File: src/rtl/i2c_mon_pkg.sv
// Package: shared types and constants for the I2C bus condition monitor.
// Assumes: one event record per system clock, produced from synchronized lines.
package i2c_mon_pkg;

    // Configuration register field positions
    localparam int unsigned CFG_W        = 2;
    localparam int unsigned CFG_START_EN = 0;
    localparam int unsigned CFG_RESV_EN  = 1;

    // Line events decoded from the synchronized bus lines
    typedef struct packed {
        logic scl_rise;   // SCL low-to-high
        logic start_cond; // SDA falls while SCL stays high
        logic stop_cond;  // SDA rises while SCL stays high
        logic sda_lvl;    // current synchronized SDA level
    } bus_evt_t;

    // Byte-slot events derived from the bit position
    typedef struct packed {
        logic addr_first; // first SCL rise after a start condition
        logic byte_first; // first SCL rise of a byte following a complete byte
        logic ninth_rise; // SCL rise that completes the acknowledge clock
    } slot_evt_t;

endpackage

File: src/rtl/i2c_line_sync.sv
// Module: multi-stage synchronizer for a group of asynchronous lines.
// Assumes: lines idle high, so the stages reset to 1; STAGES >= 2.
module i2c_line_sync #(
    parameter int unsigned WIDTH  = 2,
    parameter int unsigned STAGES = 2
) (
    input  logic             clk,
    input  logic             rst_n,
    input  logic [WIDTH-1:0] din,
    output logic [WIDTH-1:0] dout
);

    for (genvar g = 0; g < WIDTH; g++) begin : g_line
        logic [STAGES-1:0] shreg;

        // Shift the raw line through the synchronizer chain
        always_ff @(posedge clk) begin
            if (!rst_n) begin
                shreg <= '1;
            end else begin
                shreg <= {shreg[STAGES-2:0], din[g]};
            end
        end

        assign dout[g] = shreg[STAGES-1];
    end

endmodule

File: src/rtl/i2c_bus_event.sv
// Module: decodes SCL rising edges and start/stop conditions from the
// synchronized lines by comparing them with their previous-cycle values.
// Assumes: SCL and SDA never change in the same synchronized cycle.
module i2c_bus_event
    import i2c_mon_pkg::*;
(
    input  logic     clk,
    input  logic     rst_n,
    input  logic     scl_s,
    input  logic     sda_s,
    output bus_evt_t evt
);

    logic scl_p;
    logic sda_p;

    // Keep the previous-cycle levels for edge detection
    always_ff @(posedge clk) begin
        if (!rst_n) begin
            scl_p <= 1'b1;
            sda_p <= 1'b1;
        end else begin
            scl_p <= scl_s;
            sda_p <= sda_s;
        end
    end

    // Classify the transitions of this cycle
    always_comb begin
        evt.scl_rise   = scl_s & ~scl_p;
        evt.start_cond = scl_s & scl_p & sda_p & ~sda_s;
        evt.stop_cond  = scl_s & scl_p & ~sda_p & sda_s;
        evt.sda_lvl    = sda_s;
    end

endmodule

File: src/rtl/i2c_bit_tracker.sv
// Module: tracks the clock position inside the current byte (0 after a start,
// 1..LAST per SCL rise, wrapping to 1) and flags the byte-boundary edges.
// Assumes: counting only happens inside a frame opened by a start condition.
module i2c_bit_tracker
    import i2c_mon_pkg::*;
#(
    parameter int unsigned LAST  = 9,
    parameter int unsigned POS_W = $clog2(LAST + 1)
) (
    input  logic             clk,
    input  logic             rst_n,
    input  logic             en,
    input  bus_evt_t         evt,
    output logic [POS_W-1:0] pos,
    output slot_evt_t        slot
);

    localparam logic [POS_W-1:0] POS_IDLE = '0;
    localparam logic [POS_W-1:0] POS_ONE  = POS_W'(1);
    localparam logic [POS_W-1:0] POS_LAST = POS_W'(LAST);
    localparam logic [POS_W-1:0] POS_ACK  = POS_W'(LAST - 1);

    logic in_frame;
    logic rise_in_frame;

    assign rise_in_frame = en & in_frame & evt.scl_rise;

    // Frame membership and bit position
    always_ff @(posedge clk) begin
        if (!rst_n || !en) begin
            in_frame <= 1'b0;
            pos      <= POS_IDLE;
        end else if (evt.stop_cond) begin
            in_frame <= 1'b0;
            pos      <= POS_IDLE;
        end else if (evt.start_cond) begin
            in_frame <= 1'b1;
            pos      <= POS_IDLE;
        end else if (rise_in_frame) begin
            if (pos == POS_IDLE || pos == POS_LAST) begin
                pos <= POS_ONE;
            end else begin
                pos <= pos + POS_ONE;
            end
        end
    end

    // Boundary edges seen by the flag logic
    always_comb begin
        slot.addr_first = rise_in_frame & (pos == POS_IDLE);
        slot.byte_first = rise_in_frame & (pos == POS_LAST);
        slot.ninth_rise = rise_in_frame & (pos == POS_ACK);
    end

endmodule

File: src/rtl/i2c_cfg_reg.sv
// Module: configuration register with reservation-enable and start-enable bits,
// writable only while the interface is disabled.
// Assumes: the write strobe is one system-clock cycle wide.
module i2c_cfg_reg
    import i2c_mon_pkg::*;
(
    input  logic             clk,
    input  logic             rst_n,
    input  logic             en,
    input  logic             wr,
    input  logic [CFG_W-1:0] wdata,
    output logic [CFG_W-1:0] q
);

    // Load on a write while the interface is off
    always_ff @(posedge clk) begin
        if (!rst_n) begin
            q <= '0;
        end else if (wr && !en) begin
            q <= wdata;
        end
    end

endmodule

File: src/rtl/i2c_status_flags.sv
// Module: acknowledge, start, stop and bus-busy flags with their individual
// set and clear rules.
// Assumes: line events and slot events never fall in the same cycle as a
// start or stop condition (SCL is high and stable at a condition).
module i2c_status_flags
    import i2c_mon_pkg::*;
(
    input  logic      clk,
    input  logic      rst_n,
    input  logic      en,
    input  logic      release_req,
    input  logic      start_en,
    input  bus_evt_t  evt,
    input  slot_evt_t slot,
    output logic      ack_seen,
    output logic      start_seen,
    output logic      stop_seen,
    output logic      bus_busy
);

    logic en_q;
    logic en_rise;
    logic clr_ack;
    logic clr_start;

    assign en_rise   = en & ~en_q;
    assign clr_ack   = evt.stop_cond | slot.byte_first | release_req;
    assign clr_start = evt.stop_cond | slot.byte_first | release_req;

    // Remember the previous enable level
    always_ff @(posedge clk) begin
        if (!rst_n) begin
            en_q <= 1'b0;
        end else begin
            en_q <= en;
        end
    end

    // Acknowledge flag
    always_ff @(posedge clk) begin
        if (!rst_n || !en) begin
            ack_seen <= 1'b0;
        end else if (clr_ack) begin
            ack_seen <= 1'b0;
        end else if (slot.ninth_rise && !evt.sda_lvl) begin
            ack_seen <= 1'b1;
        end
    end

    // Start flag
    always_ff @(posedge clk) begin
        if (!rst_n || !en) begin
            start_seen <= 1'b0;
        end else if (evt.start_cond) begin
            start_seen <= 1'b1;
        end else if (clr_start) begin
            start_seen <= 1'b0;
        end
    end

    // Stop flag: a release request deliberately leaves it alone
    always_ff @(posedge clk) begin
        if (!rst_n || !en) begin
            stop_seen <= 1'b0;
        end else if (evt.stop_cond) begin
            stop_seen <= 1'b1;
        end else if (slot.addr_first) begin
            stop_seen <= 1'b0;
        end
    end

    // Bus-busy flag with its start-enable controlled initial value
    always_ff @(posedge clk) begin
        if (!rst_n || !en) begin
            bus_busy <= 1'b0;
        end else if (en_rise) begin
            bus_busy <= ~start_en;
        end else if (evt.start_cond) begin
            bus_busy <= 1'b1;
        end else if (evt.stop_cond) begin
            bus_busy <= 1'b0;
        end
    end

endmodule

File: src/rtl/i2c_cond_monitor.sv
// Module: top of the I2C bus condition status monitor. Synchronizes the bus
// lines, decodes conditions, tracks the bit position and keeps the flags.
// Assumes: a passive observer; the bus is driven elsewhere.
module i2c_cond_monitor
    import i2c_mon_pkg::*;
#(
    parameter int unsigned SYNC_STAGES  = 2,
    parameter int unsigned CLK_PER_BYTE = 9,
    parameter int unsigned POS_W        = $clog2(CLK_PER_BYTE + 1)
) (
    input  logic             clk,
    input  logic             rst_n,
    input  logic             scl_in,
    input  logic             sda_in,
    input  logic             mon_en,
    input  logic             release_req,
    input  logic             cfg_wr,
    input  logic [CFG_W-1:0] cfg_wdata,
    output logic [CFG_W-1:0] cfg_q,
    output logic             ack_seen,
    output logic             start_seen,
    output logic             stop_seen,
    output logic             bus_busy,
    output logic [POS_W-1:0] bit_pos
);

    logic [1:0] lines_s;
    bus_evt_t   evt;
    slot_evt_t  slot;

    i2c_line_sync #(
        .WIDTH  (2),
        .STAGES (SYNC_STAGES)
    ) u_sync (
        .clk   (clk),
        .rst_n (rst_n),
        .din   ({sda_in, scl_in}),
        .dout  (lines_s)
    );

    i2c_bus_event u_evt (
        .clk   (clk),
        .rst_n (rst_n),
        .scl_s (lines_s[0]),
        .sda_s (lines_s[1]),
        .evt   (evt)
    );

    i2c_bit_tracker #(
        .LAST  (CLK_PER_BYTE),
        .POS_W (POS_W)
    ) u_trk (
        .clk   (clk),
        .rst_n (rst_n),
        .en    (mon_en),
        .evt   (evt),
        .pos   (bit_pos),
        .slot  (slot)
    );

    i2c_cfg_reg u_cfg (
        .clk   (clk),
        .rst_n (rst_n),
        .en    (mon_en),
        .wr    (cfg_wr),
        .wdata (cfg_wdata),
        .q     (cfg_q)
    );

    i2c_status_flags u_flags (
        .clk         (clk),
        .rst_n       (rst_n),
        .en          (mon_en),
        .release_req (release_req),
        .start_en    (cfg_q[CFG_START_EN]),
        .evt         (evt),
        .slot        (slot),
        .ack_seen    (ack_seen),
        .start_seen  (start_seen),
        .stop_seen   (stop_seen),
        .bus_busy    (bus_busy)
    );

endmodule

File: config.mk
export PLATFORM = sky130hd
export DESIGN_NAME = i2c_cond_monitor
export DESIGN_NICKNAME = d
export VERILOG_FILES = /design/src/rtl/i2c_mon_pkg.sv /design/src/rtl/i2c_line_sync.sv /design/src/rtl/i2c_bus_event.sv /design/src/rtl/i2c_bit_tracker.sv /design/src/rtl/i2c_cfg_reg.sv /design/src/rtl/i2c_status_flags.sv /design/src/rtl/i2c_cond_monitor.sv
export SDC_FILE = /design/constraint.sdc
export NUM_CORES = 1
export LEC_CHECK = 0
export ABC_CLOCK_PERIOD_IN_PS = 2000
export BUFFER_PORTS_ARGS = -buffer_cell sky130_fd_sc_hd__buf_2
export CAP_MARGIN = 0
export CORE_MARGIN = 5
export CORE_UTILIZATION = 35
export DETAILED_ROUTE_END_ITERATION = 12
export HOLD_SLACK_MARGIN = 0.06
export PLACE_DENSITY_LB_ADDON = 0.3
export SLEW_MARGIN = 20
export SYNTH_ARGS = -nofsm -noshare
export SYNTH_HDL_FRONTEND = slang
export SYNTH_SLANG_ARGS = --single-unit
export TNS_END_PERCENT = 50
File: constraint.sdc
create_clock -name clk -period 2 [get_ports clk]
set_input_delay 0.3 -clock clk [delete_from_list [all_inputs] [get_ports clk]]
set_output_delay 0.3 -clock clk [all_outputs]
set_load 0.02 [all_outputs]
### Word level (Yosys, flattened, before mapping)

Index checks and enable logic that the tools add are counted.

| word-level totals | value |
|---|---|
| input bits | 9 |
| logic and storage cells | 56 |
| output and inout port bits | 10 |
| bits in registers | 18 |

| cells by class | value |
|---|---|
| bitwise gates (word level) | 19 |
| add/sub/neg operators | 1 |
| mux-type cells | 8 |
| equal/unequal tests | 2 |
| reduce and logical (&&, ||, !) cells | 14 |

Operators by type and width:

| cell | number |
|---|---|
| bitwise AND 1 bit | 12 |
| equality test 4 bit (second input constant) | 2 |
| 2-to-1 mux 1 bit | 7 |
| NOT 1 bit | 5 |
| adder 4 x 1 -> 4 bit (second input constant) | 1 |
| logical NOT 4 bit | 1 |
| 2-to-1 mux 4 bit | 1 |
| nonzero test 2 bit | 2 |
| OR reduction 2 bit | 2 |
| logical NOT 1 bit | 3 |
| nonzero test 3 bit | 1 |
| OR reduction 3 bit | 1 |
| logical AND 1 bit | 2 |
| logical OR 1 bit | 2 |
| OR 1 bit | 2 |

### Logic depth before layout (Yosys ltp)

| depth | value |
|---|---|
| depth in word-level cells | 8 |
| gate-level depth with buffers | 5 |

### Hierarchy

A second synthesis with hierarchy kept.

| unflattened totals | value |
|---|---|
| cells, all modules | 82 |
| area total of the unflattened synthesis | 805.8 µm² |

By module, submodules not included:

| module | sequential area each (µm²) | area an instance (µm²) | cells each | times used |
|---|---|---|---|---|
| i2c_bit_tracker | 100.1 | 317.8 | 35 | 1 |
| i2c_status_flags | 100.1 | 192.7 | 20 | 1 |
| i2c_line_sync | 80.1 | 120.1 | 10 | 1 |
| i2c_cfg_reg | 40.0 | 88.8 | 9 | 1 |
| i2c_bus_event | 40.0 | 86.3 | 8 | 1 |

### Worst setup path after synthesis

OpenSTA, ideal clock, no wires.

| timing | value |
|---|---|
| kind | register -> register |
| from | register u_trk.pos[2] |
| to | register u_trk.pos[3] |
| path slack | 0.661 ns |
| clock period less this slack | 1.339 ns |
| path buffers | 0 |
| data arrival time | 1.265 ns |
| cell stages (with the launch flop) | 4 |
| setup time | 0.074 ns |
| data required time | 1.926 ns |
| cells stage by stage | dfxtp_1 > inv_1 > or4_1 > a31oi_1 |

| between the ends | value |
|---|---|
| word-level cells in the longest chain between the ends | 3 |
| elaborated cells between the ends (all ways) | 5 |
| classes of those cells | add/sub: 1; eq/ne: 1; mux: 1; reduce/logical: 2 |

Ends and longest elaborated chain:

| what | RTL line | source |
|---|---|---|
| from (decl) | i2c_bit_tracker.sv:14 | `output logic [POS_W-1:0] pos,` |
| from (signal assigned) | i2c_bit_tracker.sv:43 | `pos <= pos + POS_ONE;` |
| branches (longest 2 deep; another with adder 4 x 1 -> 4 bit) | n/a |  |
| 2-to-1 mux 4 bit * | i2c_bit_tracker.sv:40 | `if (pos == POS_IDLE \|\| pos == POS_LAST) begin` |

Mark *: on every way between the ends.
A chain may end at the register's enable or synchronous reset.

### Final worst setup path

| timing | value |
|---|---|
| from | register u_sync.g_line[0].shreg[1] |
| to | register u_trk.pos[3] |

| between the ends | value |
|---|---|
| word-level cells in the longest chain between the ends | 4 |
| elaborated cells between the ends (all ways) | 8 |
| classes of those cells | bitwise: 7; reduce/logical: 1 |

Ends and longest elaborated chain:

| what | RTL line | source |
|---|---|---|
| from (decl) | i2c_line_sync.sv:14 | `logic [STAGES-1:0] shreg;` |
| from (signal assigned) | i2c_line_sync.sv:21 | `shreg <= {shreg[STAGES-2:0], din[g]};` |
| bitwise AND 1 bit | i2c_bus_event.sv:31, i2c_bus_event.sv:32 |  |
| bitwise AND 1 bit, on equally long branches (2 in series) | i2c_bus_event.sv:31, i2c_bus_event.sv:32 |  |
| OR reduction 3 bit (no line) | n/a |  |

Several ways; a longest one is shown, not always the timed one.

==> impl_metrics.csv <==
group,metric,value,unit
pwr,p_sw,140,µW
worst_hold_path,hold_start,"release_req",
logic_synthesis,yosysWarnings,0,
clock_tree,cts_setup_buffers,0,
logic_synthesis,syn_nets,93,
worst_setup_path,critical_path.slowest_cell,"or4_1",
routing,drt_first_pass_iters,4,
timing,rsz0062_at_grt,"no",
run,cap_violations,0,
timing,finalHoldViolCount,0,
floorplan,rows,17,
clock_tree,cts_hold_buf,0,
timing,slew_violations,0,
global_route,antenna_found_initial,0,
pwr,pwr-share-comb,6.8,%
pwr,pwr-share-seq,58.7,%
layout,fillers,230,
layout,finish.utilization,42.4,%
routing,antenna_left,0,
worst_setup_path,crit_start,"u_sync.g_line[0].shreg[1]",
clock_tree,clkSlewWorstSetupHoldPaths,0.10,ns
global_route,grt_max_degree,11,
timing,max_slew_margin,76.2,%
global_route,grt_pass1_vias,646,
logic_synthesis,synthDistinctLibCells,32,
global_route,grt-ovfl-total,0,
place,dp_hpwl,1190,µm
floorplan,start_util,35.8,%
routing,m1WireLength,665,µm
layout,largestRegisters,"u_sync.g_line.shreg x4, u_trk.pos x4, u_cfg.q x2",
routing,wl_met3,136,µm
place,place_congestion,0.771,
layout,finalNetCount,113,
clock_tree,cts_root_buf,"clkbuf_4",
floorplan,fp.coreArea,2170,µm²
timing,period_share,69.7,%
logic_synthesis,synth_area,776,µm²
worst_setup_path,reg2reg_from,"u_sync.g_line[0].shreg[1]",
pwr,internal-power,500,µW
timing,tightest_slew,0.354,ns
worst_setup_path,crit_type,"flop to flop",
clock_tree,clk_path_buf_depth,2,
routing,drc,0,
logic_synthesis,syn-instance-count,81,
floorplan,die_h,57.1,µm
routing,drtIter0Drc,12,
worst_setup_path,worstPathArrival,1.61,ns
worst_hold_path,hold_path_class,"input pin to flop",
logic_synthesis,seq_area_frac_synth,46.5,%
pwr,pwr-share-clk,34.5,%
logic_synthesis,syn_avg_cell_area,9.58,µm²
global_route,track_usage,10.7,%
place,dpl.cell_count,124,
clock_tree,cts_buffers,3,
global_route,grt_pass1_wl,2770,µm
floorplan,dieWidth,57.1,µm
worst_setup_path,end_kind,"flop",
clock_tree,htree_levels,1,
layout,syn2layout_area_growth,18.5,%
timing,tns,0,ns
worst_setup_path,crit_path_start_kind,"flop",
timing,skew,0.00380,ns
timing,fin_crit,1.39,ns
worst_setup_path,required,2.22,ns
routing,wl_per_cell,11.8,µm
logic_synthesis,synth-seq-cells,18,
routing,top_layer_used,"met4",
clock_tree,cts_resized,0,
timing,max_freq,0.717,GHz
floorplan,ios,19,
layout,finalNonFillerCells,128,
clock_tree,clkLatencyLatePin,0.29,ns
layout,diodes,0,
pwr,leakagePower,0.000408,µW
layout,most-common-layout-cells,"buf_2 (18), dfxtp_1 (18), inv_1 (6)",
worst_setup_path,path_cells,"nand4b_2 > or4_1 > a31oi_1",
worst_setup_path,cp_slowest_stage_delay,0.50,ns
layout,layout-drive-gt1-share,24.0,%
routing,viasPerCell,5.09,
clock_tree,cts_tree,"built",
floorplan,fp.dieArea,3260,µm²
worst_setup_path,cp_max_fo,8,
pwr,power.total,640,µW
place,port_buffers,18,
routing,vias,651,
clock_tree,cts_sinks,18,
pwr,p_sw_share,21.9,%
pwr,peakVddDrop,0.509,mV
timing,setup_viol,0,
routing,wirelength,1520,µm
routing,wl_met2,693,µm
pwr,p_per_area,696,nW/µm²
outcome,outcome,"finished clean",
## layer usage
layer  global-route usage (%)  vias up
li1                         -      328
met1                     12.4      301
met2                     17.3       20
met3                     4.75        2
met4                     4.30        0
met5                        0        -
## worst paths after layout
path / slack (ns) / cells after the start / end
setup / recovery: 0.61 / 3 / u_trk.pos[3]
hold / removal: 0.18 / 2 / u_flags.ack_seen
setup reg to reg: 0.61 / 3 / u_trk.pos[3]
hold reg to reg: 0.42 / 1 / u_sync.g_line[1].shreg[1]
## cell usage after synthesis
master    instances  area [µm²]
dfxtp_1          18         360
inv_1             6        22.5
nand2_1           5        18.8
nand2b_1          5        31.3
nor2b_1           5        31.3
a31oi_1           3        18.8
ha_1              3        37.5
mux2i_1           3        30.0
o21ai_0           3        15.0
o21ai_1           3        15.0
a21oi_1           2        10.0
buf_2             2        10.0
nand4_1           2        12.5
nand4b_1          2        17.5
nor2_1            2        7.51
a211oi_1          1        7.51
a21boi_1          1        7.51
a21o_1            1        7.51
a41oi_1           1        8.76
and2_1            1        6.26
and3_1            1        6.26
and3_2            1        7.51
and4b_1           1        10.0
buf_4             1        7.51
nand3_1           1        5.00
nand4b_2          1        15.0
nor4_1            1        6.26
o211a_1           1        10.0
o211ai_1          1        7.51
o41ai_1           1        8.76
or4_1             1        7.51
xnor2_1           1        8.76
## kinds of logic after synthesis
logic type	after synthesis	synth area share (%)
XOR/XNOR	1	1.13
adder cells (fa/ha/maj)	3	4.84
multiplexers	3	3.87
AO/OA/AOI/OAI	18	15.0
AND/OR/NAND/NOR	29	23.6
flip-flops	18	46.5
buffers and inverters	9	5.16
## power by group through the flow
stage	logic (µW)	clock network (µW)	registers, µW
after floorplan	24.4	0	386
after global placement	43.4	0	384
after detailed placement	44.3	0	384
after CTS	44.5	233	376
after global routing	49.8	253	378
final	43.5	221	376
## stage by stage
step | hold WS [ns] | instance area [µm²] | setup WS, ns
global route | 0.171 | 920 | 0.475
floorplan | 0.369 | 776 | 0.661
global placement | 0.390 | 883 | 0.682
CTS | 0.172 | 920 | 0.602
detailed placement | 0.406 | 883 | 0.629
finish | 0.179 | 920 | 0.606
## layout make-up
| class | instances | area, µm² | area share, % |
|---|---|---|---|
| inverters | 6 | 22.5 | 2.45 |
| flip-flops and latches | 18 | 360 | 39.2 |
| multi-input cells | 54 | 375 | 40.8 |
| clock buffers | 4 | 36.3 | 3.95 |
| well taps | 28 | 35.0 | 3.81 |
| repair buffers | 18 | 90.1 | 9.80 |
## worst max-delay path, delay by kind of cell (launching register included)
family / cells / cell delay, ns
flops: 1 / 0.47
compound gates: 1 / 0.18
simple gates: 2 / 0.69
Note: power is estimated with default switching activity, not from simulation.
